===== src/rtl/reload_pwm_pkg.sv =====
package reload_pwm_pkg;
  localparam int unsigned CNT_W = 32;
  localparam int unsigned ADDR_W = 2;

  typedef enum logic [ADDR_W-1:0] {
    ADDR_CTRL    = 2'd0,
    ADDR_RELOAD  = 2'd1,
    ADDR_COMPARE = 2'd2,
    ADDR_COUNT   = 2'd3
  } regAddr_t;

  typedef struct packed {
    logic startLoad;  // load counter with reload value
    logic advance;    // counter steps this cycle
    logic running;    // timer enabled
    logic invert;     // active-low output
  } ctrlStrobes_t;
endpackage


===== src/rtl/reload_pwm_ctrl.sv =====
module reload_pwm_ctrl
  import reload_pwm_pkg::*;
#(
  parameter int unsigned WIDTH = CNT_W
) (
  input  logic                 clk,
  input  logic                 rstN,
  input  logic                 wrEn,
  input  logic [ADDR_W-1:0]    wrAddr,
  input  logic [WIDTH-1:0]     wrData,
  input  logic [ADDR_W-1:0]    rdAddr,
  input  logic [WIDTH-1:0]     countVal,
  output logic [WIDTH-1:0]     rdData,
  output logic [WIDTH-1:0]     reloadVal,
  output logic [WIDTH-1:0]     compareVal,
  output ctrlStrobes_t         strobes
);
  localparam logic [WIDTH-1:0] CEIL       = '1;
  localparam logic [WIDTH-1:0] RELOAD_MAX = CEIL - 1'b1;

  logic runQ, invertQ;
  logic [WIDTH-1:0] reloadQ, compareQ;
  logic ctrlWr, reloadWr, compareWr;
  logic reloadOk, compareOk;

  assign ctrlWr    = wrEn && (regAddr_t'(wrAddr) == ADDR_CTRL);
  assign reloadWr  = wrEn && (regAddr_t'(wrAddr) == ADDR_RELOAD);
  assign compareWr = wrEn && (regAddr_t'(wrAddr) == ADDR_COMPARE);

  // Configuration is accepted only while stopped and only if it keeps
  // reload <= compare and reload below the ceiling.
  assign reloadOk  = !runQ && (wrData <= RELOAD_MAX) && (wrData <= compareQ);
  assign compareOk = !runQ && (wrData >= reloadQ);

  always_ff @(posedge clk or negedge rstN) begin
    if (!rstN) begin
      runQ     <= 1'b0;
      invertQ  <= 1'b0;
      reloadQ  <= RELOAD_MAX;
      compareQ <= RELOAD_MAX;
    end else begin
      if (ctrlWr) begin
        runQ    <= wrData[0];
        invertQ <= wrData[1];
      end
      if (reloadWr && reloadOk)   reloadQ  <= wrData;
      if (compareWr && compareOk) compareQ <= wrData;
    end
  end

  always_comb begin
    strobes.startLoad = ctrlWr && wrData[0] && !runQ;
    strobes.advance   = runQ;
    strobes.running   = runQ;
    strobes.invert    = invertQ;
  end

  always_comb begin
    unique case (regAddr_t'(rdAddr))
      ADDR_CTRL:    rdData = {{(WIDTH-2){1'b0}}, invertQ, runQ};
      ADDR_RELOAD:  rdData = reloadQ;
      ADDR_COMPARE: rdData = compareQ;
      ADDR_COUNT:   rdData = countVal;
      default:      rdData = '0;
    endcase
  end

  assign reloadVal  = reloadQ;
  assign compareVal = compareQ;
endmodule


===== src/rtl/reload_pwm_datapath.sv =====
module reload_pwm_datapath
  import reload_pwm_pkg::*;
#(
  parameter int unsigned WIDTH = CNT_W
) (
  input  logic              clk,
  input  logic              rstN,
  input  ctrlStrobes_t      strobes,
  input  logic [WIDTH-1:0]  reloadVal,
  input  logic [WIDTH-1:0]  compareVal,
  output logic [WIDTH-1:0]  countVal,
  output logic              pwmOut,
  output logic              wrapPulse
);
  localparam logic [WIDTH-1:0] CEIL = '1;

  logic [WIDTH-1:0] countQ;
  logic wrapQ;
  logic atCeil, activePhase;

  assign atCeil = (countQ == CEIL);

  always_ff @(posedge clk or negedge rstN) begin
    if (!rstN) begin
      countQ <= '0;
      wrapQ  <= 1'b0;
    end else if (strobes.startLoad) begin
      countQ <= reloadVal;
      wrapQ  <= 1'b0;
    end else if (strobes.advance) begin
      if (atCeil) begin
        countQ <= reloadVal;
        wrapQ  <= 1'b1;
      end else begin
        countQ <= countQ + 1'b1;
        wrapQ  <= 1'b0;
      end
    end else begin
      wrapQ <= 1'b0;
    end
  end

  // Count never goes below reload while running, so only the upper
  // bound decides the phase.
  assign activePhase = strobes.running && (countQ <= compareVal);
  assign pwmOut      = activePhase ^ strobes.invert;
  assign countVal    = countQ;
  assign wrapPulse   = wrapQ;
endmodule


===== src/rtl/reload_pwm_timer.sv =====
module reload_pwm_timer
  import reload_pwm_pkg::*;
(
  input  logic               clk,
  input  logic               rstN,
  input  logic               wrEn,
  input  logic [ADDR_W-1:0]  wrAddr,
  input  logic [CNT_W-1:0]   wrData,
  input  logic [ADDR_W-1:0]  rdAddr,
  output logic [CNT_W-1:0]   rdData,
  output logic               running,
  output logic               pwmOut,
  output logic               wrapPulse
);
  ctrlStrobes_t strobes;
  logic [CNT_W-1:0] reloadVal, compareVal, countVal;
  logic invertLvl;

  reload_pwm_ctrl #(.WIDTH(CNT_W)) u_ctrl (
    .clk(clk), .rstN(rstN), .wrEn(wrEn), .wrAddr(wrAddr), .wrData(wrData),
    .rdAddr(rdAddr), .countVal(countVal), .rdData(rdData),
    .reloadVal(reloadVal), .compareVal(compareVal), .strobes(strobes)
  );

  reload_pwm_datapath #(.WIDTH(CNT_W)) u_dp (
    .clk(clk), .rstN(rstN), .strobes(strobes), .reloadVal(reloadVal),
    .compareVal(compareVal), .countVal(countVal), .pwmOut(pwmOut),
    .wrapPulse(wrapPulse)
  );

  assign running   = strobes.running;
  assign invertLvl = strobes.invert;
endmodule


===== config.mk =====
export PLATFORM = sky130hd
export DESIGN_NAME = reload_pwm_timer
export DESIGN_NICKNAME = d
export VERILOG_FILES = /design/src/rtl/reload_pwm_pkg.sv /design/src/rtl/reload_pwm_ctrl.sv /design/src/rtl/reload_pwm_datapath.sv /design/src/rtl/reload_pwm_timer.sv
export SDC_FILE = /design/constraint.sdc
export NUM_CORES = 1
export LEC_CHECK = 0
export CAP_MARGIN = 0
export CELL_PAD_IN_SITES_DETAIL_PLACEMENT = 0
export CELL_PAD_IN_SITES_GLOBAL_PLACEMENT = 2
export CORE_MARGIN = 8
export CORE_UTILIZATION = 40
export CTS_CLUSTER_DIAMETER = 120
export DETAILED_ROUTE_END_ITERATION = 6
export MAX_ROUTING_LAYER = met4
export PLACE_DENSITY_LB_ADDON = 0.1
export SKIP_LAST_GASP = 1
export SLEW_MARGIN = 20
export SYNTH_ARGS = -nofsm -noshare
export SYNTH_HDL_FRONTEND = slang
export SYNTH_HIERARCHICAL = 1
export SYNTH_SLANG_ARGS = --single-unit

===== constraint.sdc =====
create_clock -name clk -period 7 [get_ports clk]
set_input_delay 1.4 -clock clk [delete_from_list [all_inputs] [get_ports clk]]
set_output_delay 1.4 -clock clk [all_outputs]
set_load 0.03 [all_outputs]

# Word-level counts from Yosys, hierarchy flattened
# Cells that the tools add are included.
# Widths: inputs -> output; s select.
totals:
  output_inout_bits: 35
  reg_bits: 99
op_classes:
  n_eq_ne: 6
  order_cmp: 4
  muxes: 7
  add_sub_neg: 1
  reduce_logical: 15
  bitwise: 1
op_table:
  columns: ["op", "count"]
  rows:
  - ["$pmux 32 s4", 1]
  - ["$mux 32", 3]
  - ["$le 32x32->1", 2]
  - ["$add 32x1->32 const B", 1]
  - ["$eq 32x32->1 const B", 1]
  - ["$ge 32x32->1", 1]
  - ["$le 32x32->1 const B", 1]
  - ["$logic_and 1x1->1", 11]
  - ["$eq 2x2->1 const B", 3]
  - ["$eq 2x1->1 const B", 2]
  - ["$logic_not 2->1", 2]
  - ["$mux 1", 3]
  - ["$reduce_bool 2->1", 1]
  - ["$logic_not 1->1", 1]
  - ["$xor 1x1->1", 1]

# Longest topological paths before layout
# Gate-level depths: netlist of run 1.
logic_depth:
  ltp_word: 5
  mapped_depth: 10
  depth_no_buf: 8

# Modules after synthesis
# Netlist of run 1, hierarchy kept.
modules_own_cells:
  columns: ["mod", "cells_each", "n_inst", "seq_area_each_um2", "area_each_um2"]
  rows:
  - ["reload_pwm_ctrl", 574, 1, 1729.2, 5454.0]
  - ["reload_pwm_datapath", 378, 1, 825.8, 2984.1]

# Worst setup path before layout of run 1
# OpenSTA, ideal clock, no wires.
synth_timing:
  path_type: "input -> output"
  startpoint: "input port rdAddr[1]"
  endpoint: "output port rdData[10]"
  t_required_ns: 5.600
  path_stages: 4
  setup_slack_ns: 3.139
  t_arrival_ns: 2.461
  cell_sequence: "clkbuf_1 > nor2b_1 > clkbuf_1 > a22o_1"
synth_between:
  elab_chain_len: 2
  word_cells_on_any_way: 5
  classes_between: "eq/ne (3); mux (1); reduce/logical (1)"
synth_lines:
  columns: ["element", "line_no", "rtl"]
  rows:
  - ["from (decl)", "reload_pwm_timer.sv:9", "input logic [ADDR_W-1:0] rdAddr,"]
  - ["$eq 2x2->1, or another cell as far along", "reload_pwm_ctrl.sv:59", "unique case (regAddr_t'(rdAddr))"]
  - ["$pmux 32 s4 *", "reload_pwm_ctrl.sv:59", null]
  - ["to (decl)", "reload_pwm_timer.sv:10", "output logic [CNT_W-1:0] rdData,"]
# Mark *: on every way between the ends. The rest lies on a longest branch, timed or not.

# Worst setup path after layout of run 1
layout_timing:
  startpoint: "input port rdAddr[0]"
  endpoint: "output port rdData[31]"
# The elaborated chain is that of the path after synthesis.

==> flow_summary.rst, run 1 <==
.. list-table::
   :header-rows: 1

   * - Metric
     - Value
   * - Status
     - complete, no violations
   * - Number of antenna cells inserted
     - 0
   * - Number of buffers created by CTS
     - 9
   * - Combinational family with the most area after synthesis
     - compound AO/OA/AOI/OAI gates
   * - Share of the cycle needed by the critical path after routing
     - 0.737
   * - Most frequent cells after synthesis
     - sky130_fd_sc_hd__inv_1, sky130_fd_sc_hd__ha_1, sky130_fd_sc_hd__nand2_1
   * - Number of synthesized register bits
     - 99
   * - Layout cells sized above 1
     - 0.146
   * - Post-synthesis adder-cell area fraction
     - 0.144
   * - NumNets Final
     - around 1100
   * - Die Outline Area
     - ~26000 um2
   * - Largest area contributor in the synthesized netlist
     - sky130_fd_sc_hd__dfstp_2
   * - Leakage
     - about 0.0040 uW
   * - Vias in the first global route
     - ~7600
   * - Post-CTS setup-driven buffer insertion count
     - 0
   * - Number of cells on the worst reg-to-reg path
     - 9
   * - Syn Nets
     - 1088
   * - Count of nets left with antenna violations after detail routing
     - 0
   * - Critical path startpoint category
     - input pin
   * - Root buffer cell
     - sky130_fd_sc_hd__clkbuf_16
   * - Initial cell density of the core
     - 0.404
   * - Layout Area Growth over Synthesis
     - 15.4%
   * - Hold-fix buffer count after cts
     - 0
   * - Violation count after the first detailed-route iteration
     - 742
   * - Number of gates resized after cts
     - 0
   * - Data required, critical path
     - between 5 and 6 ns
   * - Vertical die dimension
     - between 150 and 200 um
   * - Core region area
     - 20900 um2
   * - DPL Wire Length
     - 22.5 mm
   * - Horiz. Die Dim
     - 161 um
   * - H-tree lvl count
     - 3
   * - Total GRT Usage
     - 0.237
   * - Hold WC Path Type
     - flop to flop
   * - Final-report max-slew violation count
     - 0
   * - Largest cells by area after synthesis
     - sky130_fd_sc_hd__dfstp_2, sky130_fd_sc_hd__ha_1, sky130_fd_sc_hd__dfrtp_1, sky130_fd_sc_hd__inv_1, sky130_fd_sc_hd__mux2_2
   * - Measured slew at the worst slew-check pin
     - a little under 0.9 ns
   * - CTS tree
     - done
   * - Xor/xnor cell area share of the yosys netlist
     - 0.00208
   * - Synth Area in Simple Gates
     - 0.184
   * - Max_cap viols
     - 0
   * - Synth unique cells
     - 68
   * - Final worst slack
     - ~1.8 ns
   * - Count of port buffers added during placement
     - 73
   * - Final Critical Period
     - just over 5 ns
   * - Relative slew margins
     - 0.403
   * - Core Rows
     - 53
   * - First-pass GRT wire length
     - around 46 mm
   * - Max clock buf depth
     - 2
   * - Most instantiated library cell after synthesis
     - sky130_fd_sc_hd__inv_1
   * - Number of cells on the worst hold path
     - 2
   * - Peak fanout along the critical path
     - 33
   * - Largest net degree at the start of global routing
     - 63
   * - Crit path kind
     - input pin to output port
   * - Mux cell area share after synthesis
     - 0.0544
   * - DRC Markers
     - 0
   * - Power per Cell Area
     - approximately 400 nW/um2
   * - Average wire per cell in the routed design
     - 23.4 um
   * - End-of-flow core utilization
     - 0.466
   * - Final GP Congestion
     - 0.811
   * - Count of endpoints failing hold in the final timing report
     - 0
   * - Sequential share of the synthesized area
     - 0.303
   * - Remaining Overflow, GRT
     - 0
   * - Asr flop ratio synth
     - 1.00
   * - Fillers
     - approximately 2100
   * - CP Capture Type
     - output port
   * - Syn Area/Cell
     - a little under 9 um2
   * - Number of enable-type register cells in the synthesized netlist
     - 0
   * - Gate count after technology mapping
     - about 950
   * - Yosys warning count
     - 6
   * - Compound-cell area share of the yosys netlist
     - 0.235
   * - Highest attainable clock frequency
     - around 0.19 GHz
   * - Clock skew
     - about 0.0094 ns
   * - Total routed wirelength
     - a little under 30 mm
   * - Post-CTS clock slew at the launch and capture registers of the worst setup and hold paths
     - ~0.07 ns
   * - Share of the synthesized area in the top cell type
     - 0.193
   * - Detail-routed via count per cell
     - approximately 6
   * - Worst EP arrival
     - around 3.8 ns
   * - Unrepaired setup endpoints after global routing
     - false
   * - Worst slack after detailed placement
     - roughly 1.8 ns
   * - CTS Sinks
     - a little under 100
   * - Initial antenna violation count
     - 0
   * - Detailed-router iteration count before antenna repair
     - 5
   * - Count of boundary I/O pins
     - 74
   * - Setup total negative slack
     - 0 ns
   * - Post-Synthesis Cell Area
     - approximately 8400 um2
   * - Dominant register cell in the synthesized netlist
     - sky130_fd_sc_hd__dfstp_2
   * - Maximum VDD drop
     - between 0.00015 and 0.0002 V
   * - Number of failing setup endpoints in the final timing report
     - 0
   * - Clock latency of the later-clocked register in the worst-skew pair
     - approximately 0.36 ns
   * - Routed via count
     - 7776
[cell usage in the layout (no fill, tap or decap), types with 5 or more instances in the layout]
master	n
sky130_fd_sc_hd__inv_1	98
sky130_fd_sc_hd__ha_1	97
sky130_fd_sc_hd__nand2_1	77
sky130_fd_sc_hd__clkdlybuf4s50_1	71
sky130_fd_sc_hd__dfstp_2	62
sky130_fd_sc_hd__a21oi_1	58
sky130_fd_sc_hd__o21ai_0	51
sky130_fd_sc_hd__dfrtp_1	37
sky130_fd_sc_hd__o31ai_1	35
sky130_fd_sc_hd__nor2_1	34
sky130_fd_sc_hd__nand4_1	32
sky130_fd_sc_hd__a32oi_1	32
sky130_fd_sc_hd__a22o_1	31
sky130_fd_sc_hd__nand3_1	31
sky130_fd_sc_hd__nor4b_1	31
sky130_fd_sc_hd__mux2_2	29
sky130_fd_sc_hd__buf_4	15
sky130_fd_sc_hd__nor3_1	13
sky130_fd_sc_hd__o22a_1	11
sky130_fd_sc_hd__a21o_1	10
sky130_fd_sc_hd__nor4_1	10
sky130_fd_sc_hd__clkbuf_16	9
sky130_fd_sc_hd__and3_1	9
sky130_fd_sc_hd__o21a_1	8
sky130_fd_sc_hd__and4_1	7
sky130_fd_sc_hd__a31oi_1	6
sky130_fd_sc_hd__mux2_1	6
sky130_fd_sc_hd__o22ai_1	6
sky130_fd_sc_hd__nor2b_1	5
[flip-flops by register name, summed over array words and instances (netlist names)]
signal and count:
u_dp/wrapPulse 1, u_ctrl/runQ 1, u_ctrl/invertQ 1, u_dp/countVal 32, u_ctrl/reloadVal 32, u_ctrl/compareVal 32
[path summary, 6_finish.rpt]
check                                        endpoint  slack [ns]                   from
worst max-delay path                       rdData[31]        1.84              rdAddr[0]
worst min-delay path                 u_dp/countVal[2]        0.53    u_ctrl/reloadVal[2]
worst max register to register    u_ctrl/reloadVal[4]        3.33  u_ctrl/compareVal[28]
worst min register to register       u_dp/countVal[2]        0.53    u_ctrl/reloadVal[2]
max in group asynchronous       u_ctrl/compareVal[31]        4.84                   rstN
min in group asynchronous           u_dp/countVal[19]        1.10                   rstN
[worst max-delay path, cell delays in order]
cell	delay, ns
sky130_fd_sc_hd__clkdlybuf4s50_1	0.39
sky130_fd_sc_hd__buf_4	0.24
sky130_fd_sc_hd__nor2b_2	0.46
sky130_fd_sc_hd__buf_4	0.34
sky130_fd_sc_hd__a22o_1	0.22
sky130_fd_sc_hd__clkdlybuf4s50_1	0.69
[per-stage QoR]
stage | cells | cell area (um2) | hold slack [ns] | total power (uW)
after detailed placement | 1256 | 9390 | 0.518 | 3330
after global routing | 1273 | 9740 | 0.572 | 4220
after floorplan | 952 | 8440 | 0.485 | 2540
after global placement | 1256 | 9390 | 0.506 | 3320
final | 1273 | 9740 | 0.531 | 3900
after CTS | 1272 | 9710 | 0.539 | 3900
[kinds of logic (layout without fill, tap and decap cells)]
| group | count (synthesis) | in the layout |
|---|---|---|
| AOI/OAI and AO/OA | 285 | 285 |
| xor gates and xnor gates | 2 | 2 |
| adders and majority gates | 97 | 97 |
| buffers and inverters | 156 | 202 |
| DFF | 99 | 99 |
| muxes | 39 | 39 |
| and+or+nand+nor | 274 | 274 |
[routing by layer]
metal | up-vias | track usage | wire length [um]
li1 | 3689 | - | -
met1 | 3805 | 0.353 | 15000
met2 | 259 | 0.327 | 12700
met3 | 23 | 0.0374 | 1740
met4 | 0 | 0.0543 | 375
met5 | - | - | 0
[cell type report]
| class | instances | area (um2) | share of cell area |
|---|---|---|---|
| Multi-Input combinational cell | 697 | 5290 | 0.544 |
| Clock inverter | 5 | 67.6 | 0.00694 |
| Inverter | 98 | 368 | 0.0378 |
| Sequential cell | 99 | 2550 | 0.262 |
| Clock buffer | 11 | 253 | 0.0260 |
| Timing Repair Buffer | 88 | 856 | 0.0879 |
| Tap cell | 275 | 344 | 0.0353 |
[power breakdown]
| group | internal, uW | switching (uW) |
|---|---|---|
| sequential | 980 | 474 |
| clock | 303 | 245 |
| combinational | 816 | 1080 |
| total | 2100 | 1800 |
No activity file was read; power rests on OpenSTA's default activity.
==> run 2: changes to the inputs <==
--- a/config.mk
+++ b/config.mk
@@ -9,7 +9,7 @@
 export CELL_PAD_IN_SITES_DETAIL_PLACEMENT = 0
 export CELL_PAD_IN_SITES_GLOBAL_PLACEMENT = 2
 export CORE_MARGIN = 8
-export CORE_UTILIZATION = 40
+export CORE_UTILIZATION = 33
 export CTS_CLUSTER_DIAMETER = 120
 export DETAILED_ROUTE_END_ITERATION = 6
 export MAX_ROUTING_LAYER = met4
==> constraint.sdc (replaced) <==
create_clock -name clk -period 4.4 [get_ports clk]
set_input_delay 0.88 -clock clk [delete_from_list [all_inputs] [get_ports clk]]
set_output_delay 0.88 -clock clk [all_outputs]
set_load 0.03 [all_outputs]
==> flow_summary.rst, run 2 (synthesis gave the netlist of run 1 again) <==
.. list-table::
   :header-rows: 1

   * - Metric
     - Value
   * - H-tree lvl count
     - 3
   * - Count of endpoints failing hold in the final timing report
     - 0
   * - Layout cells sized above 1
     - 0.201
   * - Status
     - complete, no violations
   * - DPL Wire Length
     - roughly 25 mm
   * - Number of gates resized after cts
     - 0
   * - Number of buffers created by CTS
     - 9
   * - Horiz. Die Dim
     - 176 um
   * - Total power consumption of the routed design
     - approximately 6500 uW
   * - NumNets Final
     - 1159
   * - Average wire per cell in the routed design
     - between 20 and 25 um
   * - Clock latency of the later-clocked register in the worst-skew pair
     - 0.36 ns
   * - Initial cell density of the core
     - 0.335
   * - CP Capture Type
     - output port
   * - Flop2flop setup slack
     - ~1.3 ns
   * - Measured slew at the worst slew-check pin
     - around 0.92 ns
   * - Max clock buf depth
     - 2
   * - Hold-fix buffer count after cts
     - 0
   * - Post-CTS clock slew at the launch and capture registers of the worst setup and hold paths
     - roughly 0.080 ns
   * - Leading cell type in the layout, fill and taps excluded
     - sky130_fd_sc_hd__inv_1
   * - Final GP Congestion
     - approximately 0.86
   * - Vias in the first global route
     - 7773
   * - Clock skew
     - about 0.010 ns
   * - Layout Area Growth over Synthesis
     - 19.5%
   * - Vertical die dimension
     - ~180 um
   * - Worst EP arrival
     - 3.35 ns
   * - Die Outline Area
     - a little over 30000 um2
   * - Detail-routed via count per cell
     - between 5 and 6
   * - CTS tree
     - done
   * - Share of the cycle needed by the critical path after routing
     - 0.961
   * - Count of boundary I/O pins
     - 74
   * - Largest net degree at the start of global routing
     - 65
   * - Setup total negative slack
     - 0 ns
   * - Number of cells on the worst hold path
     - 2
   * - Slowest Stage Delay on Critical Path
     - 0.74 ns
   * - Detailed-router iteration count before antenna repair
     - 5
   * - DRC Markers
     - 0
   * - Maximum VDD drop
     - ~0.00031 V
   * - Final-report max-slew violation count
     - 0
   * - Leakage
     - 0.00418 uW
   * - Highest attainable clock frequency
     - 0.237 GHz
   * - Routed via count
     - about 7900
   * - Levels on crit path
     - 9
   * - Cell-by-cell listing of the critical path
     - inv_1 > ha_1 > nand4_1 > nor4_1 > a21boi_0 > o31ai_1 > mux2i_1 > o2111ai_1 > clkdlybuf4s50_1
   * - CTS Sinks
     - 99
   * - Crit path kind
     - flop to output port
   * - Total routed wirelength
     - about 33 mm
   * - Hold WC Path Type
     - flop to flop
   * - Crit path max-delay cell type
     - sky130_fd_sc_hd__clkdlybuf4s50_1
   * - Remaining Overflow, GRT
     - 0
   * - CP delay by family, top
     - buffers and inverters
   * - Post-CTS setup-driven buffer insertion count
     - 0
   * - Most used cells in the layout excluding fill and tap cells
     - sky130_fd_sc_hd__inv_1, sky130_fd_sc_hd__ha_1, sky130_fd_sc_hd__nand2_1
   * - Number of cells on the worst reg-to-reg path
     - 9
   * - Core Rows
     - 58
   * - Initial antenna violation count
     - 0
   * - Root buffer cell
     - sky130_fd_sc_hd__clkbuf_16
   * - Final Critical Period
     - roughly 4.2 ns
   * - Relative slew margins
     - 0.381
   * - Peak fanout along the critical path
     - 4
   * - Core region area
     - approximately 25000 um2
   * - Number of antenna cells inserted
     - 0
   * - Critical path startpoint category
     - flop
   * - Number of failing setup endpoints in the final timing report
     - 0
   * - Number of buffer and inverter stages on the critical path
     - 2
   * - Count of port buffers added during placement
     - 73
   * - Count of nets left with antenna violations after detail routing
     - 0
   * - Unrepaired setup endpoints after global routing
     - false
   * - Power per Cell Area
     - approximately 640 nW/um2
   * - Max_cap viols
     - 0
   * - Data required, critical path
     - around 3.5 ns
   * - Violation count after the first detailed-route iteration
     - between 700 and 800
   * - Total GRT Usage
     - 0.218
   * - First-pass GRT wire length
     - about 50 mm
[run 2: path summary, 6_finish.rpt]
kind | from | to
min in group asynchronous | rstN | u_ctrl/reloadVal[0]
max reg2reg | u_ctrl/compareVal[29] | u_ctrl/reloadVal[3]
max | u_ctrl/compareVal[11] | pwmOut
min reg2reg | u_ctrl/reloadVal[4] | u_dp/countVal[4]
max in group asynchronous | rstN | u_ctrl/compareVal[15]
min | u_ctrl/reloadVal[4] | u_dp/countVal[4]
[run 2: area by class of cell]
type | instances | area [um2]
Clock buffer | 12 | 278
Clock inverter | 4 | 58.8
Fill cell | 2555 | 15100
Inverter | 98 | 368
Multi-Input combinational cell | 697 | 5300
Sequential cell | 99 | 2550
Tap cell | 330 | 413
Timing Repair Buffer | 118 | 1110
[run 2: where the power goes]
group          switching, uW  internal, uW
sequential               647          1560
combinational           1930          1440
clock                    410           517
[run 2: through the flow]
stage | hold slack [ns] | util | std cells | worst slack, ns | instance area (um2)
4_1_cts | 0.530 | 0.400 | 1358 | 0.125 | 10100
2_1_floorplan | 0.485 | - | 952 | 1.33 | 8440
3_3_place_gp | 0.521 | 0.387 | 1342 | 0.453 | 9740
6_report | 0.534 | 0.400 | 1358 | 0.172 | 10100
3_5_place_dp | 0.517 | 0.387 | 1342 | 0.413 | 9740
5_1_grt | 0.563 | 0.400 | 1358 | 0.0146 | 10100
[run 2: metal layers]
| layer | GRT usage | vias up | part of all wire |
|---|---|---|---|
| met5 | - | - | 0 |
| met4 | 0.0438 | 0 | 0.013 |
| met3 | 0.0275 | 22 | 0.054 |
| met2 | 0.303 | 238 | 0.41 |
| met1 | 0.330 | 3885 | 0.52 |
| li1 | - | 3760 | - |
[run 2: worst register-to-register path: cells and delay by family (launching register included)]
kind / cells / cell delay (ns)
and+or+nand+nor: 4 / 1.32
DFF: 1 / 0.57
AOI/OAI and AO/OA: 2 / 0.48
buffers and inverters: 2 / 0.32
adders and majority gates: 1 / 0.30
